===== config.mk =====
export PLATFORM = sky130hd
export DESIGN_NAME = uart_csr_core
export DESIGN_NICKNAME = d
export VERILOG_FILES = /design/src/rtl/uart_csr_pkg.sv /design/src/rtl/uart_rxq.sv /design/src/rtl/uart_irq_ctl.sv /design/src/rtl/uart_csr_core.sv
export SDC_FILE = /design/constraint.sdc
export NUM_CORES = 1
export LEC_CHECK = 0
export BUFFER_PORTS_ARGS = -buffer_cell sky130_fd_sc_hd__buf_2
export CAP_MARGIN = 20
export CORE_AREA = 2 2 165 167
export DETAILED_ROUTE_END_ITERATION = 10
export DIE_AREA = 0 0 167 169
export PLACE_DENSITY_LB_ADDON = 0.1
export SLEW_MARGIN = 40
export SYNTH_ARGS = -nofsm -noshare
export SYNTH_HDL_FRONTEND = slang
export SYNTH_SLANG_ARGS = --single-unit

===== constraint.sdc =====
create_clock -name clk -period 3.5 [get_ports clk]
set_clock_uncertainty 0.2 [all_clocks]
set_input_delay 0.175 -clock clk [delete_from_list [all_inputs] [get_ports clk]]
set_output_delay 0.175 -clock clk [all_outputs]
set_load 0.02 [all_outputs]

===== src/rtl/uart_csr_pkg.sv =====
package uart_csr_pkg;

    localparam int BYTE_W = 8;

    // register offsets
    localparam logic [2:0] OFS_DATA   = 3'd0;
    localparam logic [2:0] OFS_ENABLE = 3'd1;
    localparam logic [2:0] OFS_IDENT  = 3'd2;
    localparam logic [2:0] OFS_LINECT = 3'd3;
    localparam logic [2:0] OFS_MODEM  = 3'd4;
    localparam logic [2:0] OFS_LSTAT  = 3'd5;
    localparam logic [2:0] OFS_MSTAT  = 3'd6;
    localparam logic [2:0] OFS_SCRAT  = 3'd7;

    // identification codes (low nibble)
    localparam logic [3:0] ID_NONE   = 4'h1;
    localparam logic [3:0] ID_TXMT   = 4'h2;
    localparam logic [3:0] ID_RXDATA = 4'h4;
    localparam logic [3:0] ID_LINE   = 4'h6;
    localparam logic [3:0] ID_RXTMO  = 4'hC;

    // generation at which features appear
    localparam int GEN_SCRATCH = 1;
    localparam int GEN_LEVEL   = 2;
    localparam int GEN_QCTRL   = 4;

    typedef enum logic [1:0] {
        IRQ_QUIET = 2'd0,
        IRQ_PULSE = 2'd1,
        IRQ_HOLD  = 2'd2,
        IRQ_LEVEL = 2'd3
    } irq_state_e;

endpackage


===== src/rtl/uart_rxq.sv =====
module uart_rxq #(
    parameter int DEPTH = 16,
    parameter int W     = 8
) (
    input  logic         clk,
    input  logic         rst_n,
    input  logic         push,
    input  logic [W-1:0] push_data,
    input  logic         pop,
    output logic [W-1:0] head,
    output logic         empty,
    output logic         full
);
    localparam int AW = (DEPTH > 1) ? $clog2(DEPTH) : 1;
    localparam int CW = $clog2(DEPTH + 1);
    localparam logic [AW-1:0] LAST = AW'(DEPTH - 1);

    logic [W-1:0]  store [DEPTH];
    logic [AW-1:0] wptr, rptr;
    logic [CW-1:0] fill;
    logic          take, give;

    assign take  = push && !full;
    assign give  = pop && !empty;
    assign empty = (fill == '0);
    assign full  = (fill == CW'(DEPTH));
    assign head  = store[rptr];

    always_ff @(posedge clk) begin
        if (take) begin
            store[wptr] <= push_data;
        end
    end

    always_ff @(posedge clk) begin
        if (!rst_n) begin
            wptr <= '0;
            rptr <= '0;
            fill <= '0;
        end else begin
            if (take) begin
                wptr <= (wptr == LAST) ? '0 : wptr + 1'b1;
            end
            if (give) begin
                rptr <= (rptr == LAST) ? '0 : rptr + 1'b1;
            end
            unique case ({take, give})
                2'b10:   fill <= fill + 1'b1;
                2'b01:   fill <= fill - 1'b1;
                default: fill <= fill;
            endcase
        end
    end

endmodule


===== src/rtl/uart_irq_ctl.sv =====
module uart_irq_ctl
    import uart_csr_pkg::*;
#(
    parameter bit PULSE_MODE = 1'b0
) (
    input  logic       clk,
    input  logic       rst_n,
    input  logic       gate,
    input  logic       line_req,
    input  logic       tmo_req,
    input  logic       rx_req,
    input  logic       tx_req,
    output logic [3:0] ident,
    output logic       irq
);
    irq_state_e state_q, state_d;
    logic [3:0] seen_q;
    logic       live;

    // fixed priority encoder
    always_comb begin
        if (line_req) begin
            ident = ID_LINE;
        end else if (tmo_req) begin
            ident = ID_RXTMO;
        end else if (rx_req) begin
            ident = ID_RXDATA;
        end else if (tx_req) begin
            ident = ID_TXMT;
        end else begin
            ident = ID_NONE;
        end
    end

    assign live = gate && (ident != ID_NONE);

    // next-state logic
    always_comb begin
        state_d = state_q;
        unique case (state_q)
            IRQ_QUIET: begin
                if (live) begin
                    state_d = PULSE_MODE ? IRQ_PULSE : IRQ_LEVEL;
                end
            end
            IRQ_LEVEL: begin
                if (!live) begin
                    state_d = IRQ_QUIET;
                end
            end
            IRQ_PULSE: begin
                state_d = live ? IRQ_HOLD : IRQ_QUIET;
            end
            IRQ_HOLD: begin
                if (!live) begin
                    state_d = IRQ_QUIET;
                end else if (ident != seen_q) begin
                    state_d = IRQ_PULSE;
                end
            end
        endcase
    end

    // state register
    always_ff @(posedge clk) begin
        if (!rst_n) begin
            state_q <= IRQ_QUIET;
            seen_q  <= ID_NONE;
        end else begin
            state_q <= state_d;
            if (state_d == IRQ_PULSE) begin
                seen_q <= ident;
            end
        end
    end

    // outputs
    always_comb begin
        unique case (state_q)
            IRQ_PULSE, IRQ_LEVEL: irq = 1'b1;
            default:              irq = 1'b0;
        endcase
    end

endmodule


===== src/rtl/uart_csr_core.sv =====
module uart_csr_core
    import uart_csr_pkg::*;
#(
    parameter int CHIP_GEN  = 4,
    parameter int RXQ_DEPTH = 16
) (
    input  logic              clk,
    input  logic              rst_n,
    input  logic [2:0]        addr,
    input  logic              wr_en,
    input  logic              rd_en,
    input  logic [BYTE_W-1:0] wdata,
    output logic [BYTE_W-1:0] rdata,
    input  logic              rx_push,
    input  logic [BYTE_W-1:0] rx_byte,
    input  logic              rx_stale,
    output logic              tx_strobe,
    output logic [BYTE_W-1:0] tx_byte,
    output logic              irq
);
    localparam bit PULSE_MODE = (CHIP_GEN < GEN_LEVEL);
    localparam int IER_BITS   = 4;
    localparam int MCR_BITS   = 5;

    logic [BYTE_W-1:0]   div_lo_q, div_hi_q, lcr_q, scr_q;
    logic [IER_BITS-1:0] ier_q;
    logic [MCR_BITS-1:0] mcr_q;
    logic                oe_q, txp_q, tmo_q, qen_q;
    logic                tx_strobe_q;
    logic [BYTE_W-1:0]   tx_byte_q, rdata_q;

    logic dlab, loop, out2, qmode;
    logic wr_data, rd_data, rd_ident, rd_lstat;
    logic q_push, q_empty, q_full, overflow;
    logic [BYTE_W-1:0] q_in, q_head;
    logic [3:0]        ident;
    logic [BYTE_W-1:0] ident_byte, lstat_byte, rd_mux;

    assign dlab  = lcr_q[7];
    assign loop  = mcr_q[4];
    assign out2  = mcr_q[3];
    assign qmode = qen_q;

    assign wr_data  = wr_en && (addr == OFS_DATA) && !dlab;
    assign rd_data  = rd_en && (addr == OFS_DATA) && !dlab;
    assign rd_ident = rd_en && (addr == OFS_IDENT);
    assign rd_lstat = rd_en && (addr == OFS_LSTAT);

    // receive path: loopback replaces the outside source
    assign q_push   = loop ? wr_data : rx_push;
    assign q_in     = loop ? wdata : rx_byte;
    assign overflow = q_push && q_full;

    uart_rxq #(.DEPTH(RXQ_DEPTH), .W(BYTE_W)) rxq_i (
        .clk       (clk),
        .rst_n     (rst_n),
        .push      (q_push),
        .push_data (q_in),
        .pop       (rd_data),
        .head      (q_head),
        .empty     (q_empty),
        .full      (q_full)
    );

    uart_irq_ctl #(.PULSE_MODE(PULSE_MODE)) irq_i (
        .clk      (clk),
        .rst_n    (rst_n),
        .gate     (out2),
        .line_req (oe_q && ier_q[2]),
        .tmo_req  (tmo_q && ier_q[0]),
        .rx_req   (!q_empty && ier_q[0]),
        .tx_req   (txp_q && ier_q[1]),
        .ident    (ident),
        .irq      (irq)
    );

    // core register state
    always_ff @(posedge clk) begin
        if (!rst_n) begin
            div_lo_q <= '0;
            div_hi_q <= '0;
            lcr_q    <= '0;
            ier_q    <= '0;
            mcr_q    <= '0;
            oe_q     <= 1'b0;
            txp_q    <= 1'b0;
            tmo_q    <= 1'b0;
        end else begin
            if (wr_en) begin
                unique case (addr)
                    OFS_DATA:   if (dlab) div_lo_q <= wdata;
                    OFS_ENABLE: begin
                        if (dlab) div_hi_q <= wdata;
                        else      ier_q    <= wdata[IER_BITS-1:0];
                    end
                    OFS_LINECT: lcr_q <= wdata;
                    OFS_MODEM:  mcr_q <= wdata[MCR_BITS-1:0];
                    default: ;
                endcase
            end
            if (wr_data) begin
                txp_q <= 1'b1;
            end else if (rd_ident && (ident == ID_TXMT)) begin
                txp_q <= 1'b0;
            end
            if (overflow) begin
                oe_q <= 1'b1;
            end else if (rd_lstat) begin
                oe_q <= 1'b0;
            end
            if (rd_data || q_empty) begin
                tmo_q <= 1'b0;
            end else if (rx_stale && qmode) begin
                tmo_q <= 1'b1;
            end
        end
    end

    // generation-dependent registers
    generate
        if (CHIP_GEN >= GEN_SCRATCH) begin : g_scratch
            always_ff @(posedge clk) begin
                if (!rst_n) begin
                    scr_q <= '0;
                end else if (wr_en && (addr == OFS_SCRAT)) begin
                    scr_q <= wdata;
                end
            end
        end else begin : g_no_scratch
            assign scr_q = '0;
        end

        if (CHIP_GEN >= GEN_QCTRL) begin : g_qctrl
            always_ff @(posedge clk) begin
                if (!rst_n) begin
                    qen_q <= 1'b0;
                end else if (wr_en && (addr == OFS_IDENT)) begin
                    qen_q <= wdata[0];
                end
            end
        end else begin : g_no_qctrl
            assign qen_q = 1'b0;
        end
    endgenerate

    // read data
    assign ident_byte = {(qmode ? 2'b11 : 2'b00), 2'b00, ident};
    assign lstat_byte = {1'b0, 1'b1, 1'b1, 3'b000, oe_q, !q_empty};

    always_comb begin
        unique case (addr)
            OFS_DATA:   rd_mux = dlab ? div_lo_q : (q_empty ? '0 : q_head);
            OFS_ENABLE: rd_mux = dlab ? div_hi_q : {{(BYTE_W-IER_BITS){1'b0}}, ier_q};
            OFS_IDENT:  rd_mux = ident_byte;
            OFS_LINECT: rd_mux = lcr_q;
            OFS_MODEM:  rd_mux = {{(BYTE_W-MCR_BITS){1'b0}}, mcr_q};
            OFS_LSTAT:  rd_mux = lstat_byte;
            OFS_MSTAT:  rd_mux = '0;
            OFS_SCRAT:  rd_mux = scr_q;
        endcase
    end

    always_ff @(posedge clk) begin
        if (!rst_n) begin
            rdata_q     <= '0;
            tx_strobe_q <= 1'b0;
            tx_byte_q   <= '0;
        end else begin
            if (rd_en) begin
                rdata_q <= rd_mux;
            end
            tx_strobe_q <= wr_data;
            if (wr_data) begin
                tx_byte_q <= wdata;
            end
        end
    end

    assign rdata     = rdata_q;
    assign tx_strobe = tx_strobe_q;
    assign tx_byte   = tx_byte_q;

endmodule


# Word-level counts from Yosys, hierarchy flattened
# Memory sizes are Yosys's and may differ from the RTL's. A register that Yosys moved wholly into a read port is not among the register bits.
# Index checks and enable logic that the tools add are counted.
op_classes:
  n_addsub: 4
  n_eq_ne: 19
  mux: 29
  bitwise_logic: 2
  n_reduce_logical: 35
ops:
  columns: ["operator", "count"]
  rows:
  - ["case mux 8 bit (8 select lines)", 1]
  - ["2-to-1 mux 8 bit", 4]
  - ["2-to-1 mux 4 bit", 7]
  - ["logical AND 1 bit", 18]
  - ["2-to-1 mux 2 bit", 7]
  - ["== test 3 bit (second input constant)", 4]
  - ["case mux 5 bit (2 select lines)", 1]
  - ["AND reduction 3 bit", 3]
  - ["adder 4 x 1 -> 4 bit (second input constant)", 2]
  - ["== test 4 bit (second input constant)", 2]
  - ["2-to-1 mux 1 bit", 8]
  - ["case mux 2 bit (4 select lines)", 1]
  - ["== test 2 x 1 -> 1 bit (second input constant)", 3]
  - ["== test 2 bit (second input constant)", 3]
  - ["== test 3 x 2 -> 1 bit (second input constant)", 2]
  - ["nonzero test 2 bit", 3]
  - ["adder 5 x 1 -> 5 bit (second input constant)", 1]
  - ["== test 5 bit (second input constant)", 1]
  - ["zero test 5 bit", 1]
  - ["subtractor 5 x 1 -> 5 bit (second input constant)", 1]
  - ["== test 4 x 2 -> 1 bit (second input constant)", 1]
  - ["inequality test 4 x 1 -> 1 bit (second input constant)", 1]
  - ["inequality test 4 bit", 1]
  - ["AND reduction 2 bit", 2]
  - ["7 further kinds", 11]
totals:
  reg_bits: 81
  mem_bits_rw: 128
  out_inout_bits: 18
  wordCells: 108
  mem_count: 1
memory_table:
  columns: ["name", "depth", "word_bits", "rd", "rd_ports_with_merged_regs", "wr", "line", "text"]
  rows:
  - ["rxq_i.store", 16, 8, 1, 1, 1, "uart_rxq.sv:18", "logic [W-1:0] store [DEPTH];"]

# Depth between registers and ports, before layout
depth:
  depth_word: 11
  depth_mapped: 14
  mapped_depth_nobuf: 13

# Hierarchy
# A second synthesis with hierarchy kept.
hier_totals:
  hier_cells: 674
  area_unflattened_um2: 9235.1
modules_own_cells:
  columns: ["mod", "n_inst", "cells_per_inst", "area_each_um2", "seq_area_each_um2"]
  rows:
  - ["uart_rxq", 1, 294, 5829.3, 4184.0]
  - ["uart_csr_core", 1, 338, 3010.4, 1241.2]
  - ["uart_irq_ctl", 1, 42, 395.4, 120.1]

# Least setup slack after synthesis
# OpenSTA, ideal clock, no wires.
synth_timing:
  kind: "input port to flip-flop"
  startpoint: "input wr_en"
  endpoint: "register rxq_i.fill[4]"
  setup_time_ns: 0.115
  arrival_time_ns: 2.748
  required_time_ns: 3.185
  slack_ns: 0.437
  stages: 13
  path_cell_list: "clkbuf_1 nor4b_1 a31oi_1 a21oi_1 inv_1 ha_1 ha_1 nor2b_1 o21ai_0 a21oi_1 nor3_1 xnor2_1 and2_1"
synth_via:
  elab_chain_len: 6
synth_lines:
  columns: ["element", "line", "text"]
  rows:
  - ["start: declaration", "uart_csr_core.sv:10", "input logic wr_en,"]
  - ["logical AND 1 bit * (2 in series)", "uart_csr_core.sv:44", "assign wr_data = wr_en && (addr == OFS_DATA) && !dlab;"]
  - ["2-to-1 mux 1 bit *", "uart_csr_core.sv:50", "assign q_push = loop ? wr_data : rx_push;"]
  - ["logical AND 1 bit *", "uart_rxq.sv:23", "assign take = push && !full;"]
  - ["== test 2 x 1 -> 1 bit / == test 2 bit (equally long branches)", "uart_rxq.sv:47", "unique case ({take, give})"]
  - ["case mux 5 bit (2 select lines) / nonzero test 2 bit (equally long branches)", null, null]
  - ["end signal: assignment", "uart_rxq.sv:48", "2'b10: fill <= fill + 1'b1;"]
  - ["end signal: assignment", "uart_rxq.sv:49", "2'b01: fill <= fill - 1'b1;"]
  - ["end signal: assignment", "uart_rxq.sv:50", "default: fill <= fill;"]
  - ["end: declaration", "uart_rxq.sv:20", "logic [CW-1:0] fill;"]
# Mark *: on every way between the ends. The rest lies on a longest branch, timed or not.
# A chain may end at the register's enable or synchronous reset.

# Final worst setup path
layout_timing:
  startpoint: "input addr[2]"
  endpoint: "register rxq_i.fill[4]"
layout_via:
  elab_chain_len: 7
layout_lines:
  columns: ["element", "line", "text"]
  rows:
  - ["start: declaration", "uart_csr_core.sv:9", "input logic [2:0] addr,"]
  - ["zero test 3 bit *", "uart_csr_core.sv:44, uart_csr_core.sv:45", null]
  - ["logical AND 1 bit (2 in series)", "uart_csr_core.sv:44", null]
  - ["2-to-1 mux 1 bit", "uart_csr_core.sv:50", null]
  - ["logical AND 1 bit", "uart_rxq.sv:23", null]
  - ["== test 2 x 1 -> 1 bit / == test 2 bit (equally long branches)", "uart_rxq.sv:47", null]
  - ["case mux 5 bit (2 select lines) / nonzero test 2 bit (equally long branches)", null, null]
# Marks and branches as above.

==> results.py <==
metrics = {
    "power_and_ir_drop": {
        "p_leak_nw": 3.74,
        "pwr-share-clk_pct": 44.4,
        "swShare_pct": 22.8,
        "p_per_area_nw_per_um2": 512,
        "power_frac_seq_pct": 49.0,
        "peakVddDrop_v": 0.000376,
        "p_int_mw": 4.29,
        "power_frac_comb_pct": 6.6,
        "p_switching_mw": 1.27,
    },
    "clock_tree": {
        "cts_made_buffers": 24,
        "tritoncts": "yes",
        "htree_levels": 1,
        "cts.sinks": 213,
        "cts_root_buf": "clkbuf_16",
        "cts.path.max_buffers": 3,
        "path_clk_slew_ns": 0.06,
        "clock_latency_ns": 0.53,
        "post_cts_resized": 0,
    },
    "place": {
        "hpwl_mm": 16.1,
        "gp_congestion": 0.813,
        "portBuffers": 42,
    },
    "yosys": {
        "ys.flop_type": "edfxtp_1",
        "ys_async_sr_fraction_pct": 0,
        "ys_top_cells_by_area": "edfxtp_1, dfxtp_1, mux4_2, mux2i_1, nand2_1",
        "yosysTopAreaCell": "edfxtp_1",
        "synth.cell_area_sq_um": 9170,
        "synth_top_area_share_pct": 41.9,
        "synth_cell_types": 54,
        "avgSynthCellArea_sq_um": 13.1,
        "synth_edf_count": 128,
        "synth_fp_nets": 735,
        "ys_warn_count": 0,
        "syn_inst": 700,
        "ys_seq_area_share_pct": 60.5,
        "synth-seq-cells": 213,
        "ys_top_cells_by_count": "edfxtp_1, dfxtp_1, nand2_1",
        "synth_most_common_cell": "edfxtp_1",
    },
    "drt": {
        "vias": 5835,
        "antenna_left": 0,
        "routed_wl_mm": 23.4,
        "drt_iter0_markers": 372,
        "via_per_inst": 5.14,
        "drc_errors": 0,
        "wl_per_cell_um": 20.6,
        "firstDrtPassIters": 5,
    },
    "die": {
        "fp.dieW_um": 167,
        "coreArea_sq_um": 26500,
        "dieArea_sq_um": 28200,
        "io_pins": 43,
        "initial_core_util_pct": 34.6,
        "core.rowCount": 60,
        "die_y_um": 169,
    },
    "sta": {
        "final-hold-violation-count": 0,
        "tns_ns": 0,
        "hold_slack_ns": 0.0285,
        "max_slew_margin_pct": 50.3,
        "setup_viol": 0,
        "fin_crit_sh_pct": 92.0,
        "drv_slew": 0,
        "rsz0062_at_grt": "no",
        "fmax_mhz": 311,
        "fin_crit_ns": 3.22,
        "tightestPinTransition_ns": 0.745,
    },
    "critical_path": {
        "required_ns": 3.72,
        "worst_setup_path_end_kind": "register",
        "worstPathMaxFanout": 4,
        "crit_type": "primary input to register",
        "cp-start-kind": "primary input",
        "cp.arrival_ns": 3.44,
        "reg2reg_depth": 11,
    },
    "cells_and_area": {
        "syn_to_final_growth_pct": 18.5,
        "final_layout_size_suffix_gt1_share_pct": 21.3,
        "diodes": 0,
        "nets": 811,
        "fillers": 2486,
    },
    "flow_run": {
        "maxCapViolCount": 0,
    },
    "global_route": {
        "grt_pass1_wl_mm": 36.0,
        "antenna_found_initial": 0,
        "grt_pass1_vias": 5909,
        "grt.overflow.total": 0,
        "grt_max_degree": 83,
        "grt.total_usage_pct": 16.6,
    },
    "worst_hold_path": {
        "min_path_cells": 2,
        "hold_class": "primary input to register",
    },
    "outcome": {
        "status": "finished clean",
    },
}
[worst max-delay path: stages]
cell           delay (ns)
dlygate4sd3_1        0.53
buf_2                0.14
nor4b_1              0.62
a31oi_1              0.24
a21oi_1              0.22
inv_1                0.07
ha_1                 0.24
ha_1                 0.35
nor2b_1              0.14
o21ai_0              0.18
a21oi_1              0.10
nor3_1               0.21
xnor2_1              0.08
and2_1               0.15
[stage by stage]
step	area, sq um	instances	power [mW]	utilization (%)	setup WS, ns
finish	10900	1135	5.56	41.0	0.280
global route	10900	1135	5.78	41.0	0.0656
CTS	10900	1135	5.64	41.0	0.322
detailed placement	9910	1075	3.14	37.4	0.335
global placement	9910	1075	3.13	37.4	0.367
floorplan	9170	700	2.99	-	0.437
[placed cells by master, fill, tap and decap left out, types with 16 or more instances in the layout]
cell type and count:
o21ai_0 23, nor2b_1 44, mux2i_1 58, edfxtp_1 128, a21oi_1 16, nand2_1 76
dlygate4sd3_1 16, buf_2 42, buf_4 36, a21boi_0 18, dfxtp_1 84, clkbuf_16 24
mux4_2 34, nor2_1 26
[area by class of cell]
type                    instances  area [sq um]  area share [%]
multi-input cells             430          3390            31.3
clock inverters                17           156            1.44
clock buffers                  27           632            5.82
repair buffers                 95           661            6.08
inverters                      12          45.0           0.415
flip-flops and latches        213          5550            51.1
well taps                     341           427            3.93
[worst paths after layout]
path                              startpoint                           to  slack, ns
setup reg to reg  rxq_i.fill[0]$_SDFFE_PN0P_   rxq_i.fill[4]$_SDFFE_PN0P_       0.54
hold reg to reg        lcr_q[1]$_SDFFE_PN0P_        lcr_q[1]$_SDFFE_PN0P_       0.27
setup / recovery                     addr[2]   rxq_i.fill[4]$_SDFFE_PN0P_       0.28
hold / removal                    rx_byte[0]  rxq_i.store[7][0]$_DFFE_PP_       0.03
[layer usage]
metal / vias up / wire length (um) / GRT usage, %
li1: 2749 / - / -
met5: - / 0 / 0
met4: 0 / 522 / 4.05
met3: 32 / 930 / 2.31
met2: 117 / 11300 / 28.1
met1: 2937 / 10600 / 22.8
[sequential cells by signal (all words and copies together), names as in the netlist, 8 cells and up, named ones only]
name,count
div_hi_q,8
tx_byte,8
div_lo_q,8
lcr_q,8
rdata,8
rxq_i.store,128
scr_q,8
[logic make-up after synthesis]
| group | Yosys count | share of synthesized area, % |
|---|---|---|
| mux | 101 | 15.8 |
| fa+ha+maj | 10 | 1.45 |
| flops | 213 | 60.5 |
| compound gates | 99 | 7.34 |
| simple gates | 214 | 11.8 |
| buf+inv | 57 | 2.51 |
| xor+xnor | 6 | 0.573 |
[repair_timing]
item | CTS | global route
setup endpoints to repair | 0 | 0
hold buffers | 16 | 0
hold endpoints to repair | 59 | 0
buffers inserted | 0 | 0
[power groups by stage]
stage | logic (mW) | registers [mW] | clock network (mW)
after floorplan | 0.211 | 2.78 | 0
after global placement | 0.353 | 2.78 | 0
after detailed placement | 0.357 | 2.78 | 0
after CTS | 0.372 | 2.73 | 2.54
after global routing | 0.402 | 2.73 | 2.65
final | 0.366 | 2.73 | 2.47
Note: power is estimated with default switching activity, not from simulation.
